==> src/rtl/gt_pkg.sv <==
package gt_pkg;

  typedef enum logic [1:0] {
    GT_QUIET    = 2'd0,
    GT_HARD_RST = 2'd1,
    GT_WAKEUP   = 2'd2
  } gt_outcome_e;

  // An illegal early service always forces a reset; an expiry resets or
  // wakes depending on the power state.
  function automatic gt_outcome_e gt_resolve(input logic early_clr,
                                             input logic expired,
                                             input logic asleep);
    if (early_clr) return GT_HARD_RST;
    if (expired)   return asleep ? GT_WAKEUP : GT_HARD_RST;
    return GT_QUIET;
  endfunction

endpackage

==> src/rtl/gt_prescale.sv <==
module gt_prescale #(
  parameter int SHORT_LOG2 = 5,
  parameter int LONG_LOG2  = 7
) (
  input  logic                 clk,
  input  logic                 rst_n,
  input  logic                 clear,
  input  logic                 adv,
  input  logic                 long_sel,
  output logic [LONG_LOG2-1:0] cnt,
  output logic                 wrap
);

  localparam logic [LONG_LOG2-1:0] LIM_LONG  = '1;
  localparam logic [LONG_LOG2-1:0] LIM_SHORT = LONG_LOG2'((1 << SHORT_LOG2) - 1);

  logic [LONG_LOG2-1:0] lim;

  assign lim  = long_sel ? LIM_LONG : LIM_SHORT;
  assign wrap = adv && (cnt == lim);

  always_ff @(posedge clk or negedge rst_n) begin
    if (!rst_n)      cnt <= '0;
    else if (clear)  cnt <= '0;
    else if (wrap)   cnt <= '0;
    else if (adv)    cnt <= cnt + 1'b1;
  end

endmodule

==> src/rtl/gt_postscale.sv <==
module gt_postscale #(
  parameter int SEL_W = 4,
  localparam int QW   = (1 << SEL_W) - 1
) (
  input  logic             clk,
  input  logic             rst_n,
  input  logic             clear,
  input  logic             adv,
  input  logic [SEL_W-1:0] sel,
  output logic [QW-1:0]    cnt,
  output logic             term
);

  // Terminal value 2^sel - 1: bit i is set for every i below sel.
  logic [QW-1:0] lim;

  for (genvar i = 0; i < QW; i++) begin : g_lim
    assign lim[i] = (int'(sel) > i);
  end

  assign term = adv && (cnt == lim);

  always_ff @(posedge clk or negedge rst_n) begin
    if (!rst_n)      cnt <= '0;
    else if (clear)  cnt <= '0;
    else if (term)   cnt <= '0;
    else if (adv)    cnt <= cnt + 1'b1;
  end

endmodule

==> src/rtl/gt_window.sv <==
module gt_window #(
  parameter int SHORT_LOG2 = 5,
  parameter int LONG_LOG2  = 7,
  parameter int SEL_W      = 4,
  localparam int QW        = (1 << SEL_W) - 1,
  localparam int CW        = LONG_LOG2 + QW,
  localparam int GAP       = LONG_LOG2 - SHORT_LOG2
) (
  input  logic [LONG_LOG2-1:0] pre_cnt,
  input  logic [QW-1:0]        post_cnt,
  input  logic                 long_sel,
  input  logic [SEL_W-1:0]     sel,
  output logic                 in_window
);

  logic [CW-1:0] elapsed;
  logic [CW:0]   span;
  logic [CW:0]   thresh;

  if (GAP > 0) begin : g_two_widths
    assign elapsed = long_sel ? {post_cnt, pre_cnt}
                              : {{GAP{1'b0}}, post_cnt, pre_cnt[SHORT_LOG2-1:0]};
  end else begin : g_one_width
    logic unused_sel;
    assign unused_sel = long_sel;
    assign elapsed    = {post_cnt, pre_cnt};
  end

  assign span      = (CW+1)'(1) << (int'(sel) + (long_sel ? LONG_LOG2 : SHORT_LOG2));
  assign thresh    = span - (span >> 2);
  assign in_window = ({1'b0, elapsed} >= thresh);

endmodule

==> src/rtl/guard_timer.sv <==
module guard_timer
  import gt_pkg::*;
#(
  parameter int PRE_SHORT_LOG2 = 5,
  parameter int PRE_LONG_LOG2  = 7,
  parameter int SEL_W          = 4,
  localparam int QW            = (1 << SEL_W) - 1
) (
  input  logic             clk,
  input  logic             rst_n,
  input  logic             tick_en,
  input  logic             cfg_long_pre,
  input  logic [SEL_W-1:0] cfg_post_sel,
  input  logic             cfg_hw_en,
  input  logic             cfg_win_off,
  input  logic             sw_en_wr,
  input  logic             sw_en_val,
  input  logic             clr_cmd,
  input  logic             pwrsave_enter,
  input  logic             sleep_exit,
  input  logic             clk_switch_done,
  input  logic             sys_rst,
  input  logic             in_sleep,
  input  logic             flag_clr,
  output logic             rst_req,
  output logic             wake_req,
  output logic             timeout_flag
);

  logic                     sw_en_q;
  logic                     running;
  logic                     restart_evt;
  logic                     cnt_clear;
  logic                     adv;
  logic [PRE_LONG_LOG2-1:0] pre_cnt;
  logic                     pre_wrap;
  logic [QW-1:0]            post_cnt;
  logic                     post_term;
  logic                     win_open;
  logic                     expired;
  logic                     early_clr;
  gt_outcome_e              outcome;

  assign running     = cfg_hw_en | sw_en_q;
  assign restart_evt = clr_cmd | pwrsave_enter | sleep_exit | clk_switch_done | sys_rst;
  assign cnt_clear   = restart_evt | ~running;
  assign adv         = tick_en & running;

  gt_prescale #(
    .SHORT_LOG2 (PRE_SHORT_LOG2),
    .LONG_LOG2  (PRE_LONG_LOG2)
  ) u_pre (
    .clk      (clk),
    .rst_n    (rst_n),
    .clear    (cnt_clear),
    .adv      (adv),
    .long_sel (cfg_long_pre),
    .cnt      (pre_cnt),
    .wrap     (pre_wrap)
  );

  gt_postscale #(
    .SEL_W (SEL_W)
  ) u_post (
    .clk   (clk),
    .rst_n (rst_n),
    .clear (cnt_clear),
    .adv   (pre_wrap),
    .sel   (cfg_post_sel),
    .cnt   (post_cnt),
    .term  (post_term)
  );

  gt_window #(
    .SHORT_LOG2 (PRE_SHORT_LOG2),
    .LONG_LOG2  (PRE_LONG_LOG2),
    .SEL_W      (SEL_W)
  ) u_win (
    .pre_cnt   (pre_cnt),
    .post_cnt  (post_cnt),
    .long_sel  (cfg_long_pre),
    .sel       (cfg_post_sel),
    .in_window (win_open)
  );

  // A restart in the same cycle as the terminal tick cancels the expiry.
  assign expired   = post_term & ~restart_evt;
  assign early_clr = running & clr_cmd & ~cfg_win_off & ~win_open;
  assign outcome   = gt_resolve(early_clr, expired, in_sleep);

  always_ff @(posedge clk or negedge rst_n) begin
    if (!rst_n)        sw_en_q <= 1'b0;
    else if (sys_rst)  sw_en_q <= 1'b0;
    else if (sw_en_wr) sw_en_q <= sw_en_val;
  end

  always_ff @(posedge clk or negedge rst_n) begin
    if (!rst_n) begin
      rst_req      <= 1'b0;
      wake_req     <= 1'b0;
      timeout_flag <= 1'b0;
    end else begin
      rst_req      <= (outcome == GT_HARD_RST);
      wake_req     <= (outcome == GT_WAKEUP);
      timeout_flag <= expired | (timeout_flag & ~flag_clr);
    end
  end

endmodule

==> config.mk <==
export PLATFORM = sky130hd
export DESIGN_NAME = guard_timer
export DESIGN_NICKNAME = d
export VERILOG_FILES = /design/src/rtl/gt_pkg.sv /design/src/rtl/gt_prescale.sv /design/src/rtl/gt_postscale.sv /design/src/rtl/gt_window.sv /design/src/rtl/guard_timer.sv
export SDC_FILE = /design/constraint.sdc
export NUM_CORES = 1
export LEC_CHECK = 0
export BUFFER_PORTS_ARGS = -buffer_cell sky130_fd_sc_hd__buf_2
export CAP_MARGIN = 20
export CORE_MARGIN = 2
export CORE_UTILIZATION = 53
export DETAILED_ROUTE_END_ITERATION = 10
export PLACE_DENSITY = 0.68
export SLEW_MARGIN = 15
export SYNTH_ARGS = -nofsm -noshare
export SYNTH_HDL_FRONTEND = slang
export SYNTH_SLANG_ARGS = --single-unit
export TNS_END_PERCENT = 50
==> constraint.sdc <==
create_clock -name clk -period 2.9 [get_ports clk]
set_input_delay 0.29 -clock clk [delete_from_list [all_inputs] [get_ports clk]]
set_output_delay 0.29 -clock clk [all_outputs]
set_load 0.005 [all_outputs]
==> results_dict.tcl <==
set metrics [dict create \
    worstSetupStartpointType "input pin" \
    gp_congestion 0.959 \
    drive_gt1_frac 0.307 \
    wire_per_inst_um 15.4 \
    vias 4220 \
    clkPwrFrac 0.158 \
    rows 30 \
    vdd_drop_max_mv 0.198 \
    drt_iter0_drc 270 \
    power_density_nw_per_um2 261 \
    syn_area_per_cell_um2 7.50 \
    numCtsBuffers 3 \
    cp-end-kind "flop" \
    cp.arrival_ns 3.81 \
    fin_ws_ns -0.714 \
    drt-total-wl_mm 11.0 \
    fillers 605 \
    place_ws_ns -1.29 \
    finalCritPeriodShare 1.25 \
    ys_ff_latch 26 \
    skew_ns 0.00241 \
    ys.flop_type "dfrtp_1" \
    worst_pin_slew_ns 0.581 \
    mostFrequentLayoutCell "buf_4" \
    cts-root-buf "clkbuf_8" \
    fp.dieW_um 88.7 \
    io_pins 22 \
    grt_usage 0.295 \
    die_y_um 88.7 \
    grt_max_degree 27 \
    slew_viol_final 0 \
    antenna_left 0 \
    violations "negative setup slack" \
    leakage_nw 2.37 \
    dpl.hpwl_mm 8.76 \
    antenna_found_initial 0 \
    finalHoldViolCount 0 \
    cts.path.max_buffers 2 \
    status "finished, violations left" \
    required_ns 3.10 \
    p_sw_uw 469 \
    coreArea_um2 6870 \
    grt_pass1_wl_mm 18.7 \
    drv_cap 0 \
    setup_violations 1 \
    nets 680 \
    rsz0062_at_grt "true" \
    first_global_vias 4049 \
    p_sw_frac 0.361 \
    yosys_warnings 0 \
    io_buffers 21 \
    gr-total-overflow 0 \
    initial_core_util 0.553 \
    worstSetupPathType "input pin to flop" \
    relSlewSlack 0.613 \
    clk_pin_slew_ns 0.09 \
    p_int_uw 831 \
    p_comb_frac 0.561 \
    min_path_type "input pin to asynchronous set/reset pin" \
    fmax_ghz 0.277 \
    finalPower_mw 1.30 \
    dieArea_um2 7870 \
    place_area_um2 4790 \
    synthCells 507 \
    cts_tree "yes" \
    worstPathMaxFanout 7 \
    h-tree-depth 1 \
    final_cell_mix "buf_4, nor2_1, nand2_1" \
    yosysSeqAreaShare 0.171 \
    period_needed_ns 3.61 \
    synth_edf_count 0 \
    cts_sinks 26 \
    ys_types 73 \
    p_seq_frac 0.281 \
    async_reset_ff_frac 1.00 \
    postLayoutCellArea_um2 4990 \
    synth_area_um2 3800 \
    diodes 0 \
    insertion_delay_ns 0.27 \
    via_per_inst 5.91 \
    firstDrtPassIters 5 \
    post-route-drc-count 0 \
    area_growth_pct 31.2 \
]
-- synth_stat cells, drive strengths merged, types with 3 or more instances --
library cell	n	area, um2
and3b	3	26.3
inv	29	109
ha	40	500
o31ai	4	30.0
nand3	35	175
and3	6	37.5
a311oi	3	26.3
nor4b	4	50.1
xor2	17	149
a211oi	3	27.5
o2111ai	3	26.3
and2	6	37.5
nor3	13	70.1
nand2b	8	50.1
dfrtp	26	651
a31oi	7	43.8
nand2	47	176
a21oi	26	134
xnor2	15	131
nor4	7	43.8
or2	5	31.3
o21bai	3	22.5
or3	6	37.5
clkbuf	18	67.6
o22ai	3	18.8
mux2i	5	50.1
nand4	9	56.3
nor2b	8	50.1
and4	4	35.0
buf	11	57.6
o211ai	5	42.5
o21ai	21	105
mux2	15	173
nor2	49	184
a21o	7	52.6
-- routing by layer --
metal	GRT usage	vias to the layer above	wire, um
met2	0.493	146	5170
li1	-	2052	-
met1	0.399	1998	4940
met5	0	-	0
met4	0.0785	0	234
met3	0.0382	24	647
-- what timing repair did --
action	CTS	global route
endpoints found under the setup margin	1	1
resized for setup	15	11
pin swaps	6	18
hold buffers	0	0
setup buffers	2	4
-- final cells by class --
cell class / instances / area [um2] / area share
repair buffers: 129 / 936 / 0.188
flip-flops and latches: 26 / 651 / 0.130
well taps: 96 / 120 / 0.0241
multi-input cells: 431 / 3130 / 0.628
clock buffers: 3 / 41.3 / 0.00828
inverters: 29 / 109 / 0.0218
-- sequential cells by signal, summed over array words and instances, names as in the netlist --
register,cells
rst_req,1
sw_en_q,1
timeout_flag,1
u_post.cnt,15
u_pre.cnt,7
wake_req,1
-- cells by family after synthesis --
| family | Yosys count | share of synthesized area |
|---|---|---|
| other cells | 2 | 0.00198 |
| xor+xnor | 32 | 0.0737 |
| mux | 20 | 0.0586 |
| simple gates | 218 | 0.298 |
| fa+ha+maj | 41 | 0.137 |
| buf+inv | 58 | 0.0615 |
| flops | 26 | 0.171 |
| compound gates | 110 | 0.198 |
-- stage by stage --
step	util	hold slack, ns	setup TNS, ns	instances
floorplan	-	-0.00559	-0.908	515
global placement	0.697	0.319	-1.22	705
detailed placement	0.697	0.329	-1.29	705
CTS	0.715	0.0335	-0.672	710
global route	0.726	0.0530	-0.907	714
finish	0.726	0.00758	-0.714	714
-- power by group through the flow --
stage	combinational (mW)	sequential [mW]	clock (mW)
2_1_floorplan	0.426	0.373	0
3_3_place_gp	0.660	0.373	0
3_5_place_dp	0.675	0.373	0
4_1_cts	0.695	0.365	0.210
5_1_grt	0.809	0.366	0.223
6_report	0.730	0.365	0.205
-- path summary, 6_finish.rpt --
path,slack (ns),depth (start not counted),startpoint,to
max,-0.71,21,cfg_post_sel[1],rst_req
min,0.008,1,rst_n,sw_en_q
max reg2reg,0.55,8,u_pre.cnt[5],wake_req
min reg2reg,0.53,2,timeout_flag,timeout_flag
max in group asynchronous,2.51,1,rst_n,u_post.cnt[11]
min in group clk,0.17,2,sys_rst,sw_en_q
-- worst max-delay path, stage by stage --
cell       delay, ns
buf_8           0.10
ha_4            0.18
nor3_4          0.23
buf_6           0.14
nand2_4         0.05
ha_4            0.26
nand3_2         0.06
o211ai_1        0.33
a2bb2oi_2       0.22
o21ai_2         0.09
a21oi_2         0.18
and4_1          0.21
nor3_2          0.05
ha_1            0.32
a21o_1          0.20
a21o_1          0.17
a21oi_2         0.11
nor2_1          0.06
a2111oi_2       0.32
a31oi_1         0.16
o211ai_2        0.08
Note: power is estimated with default switching activity, not from simulation.
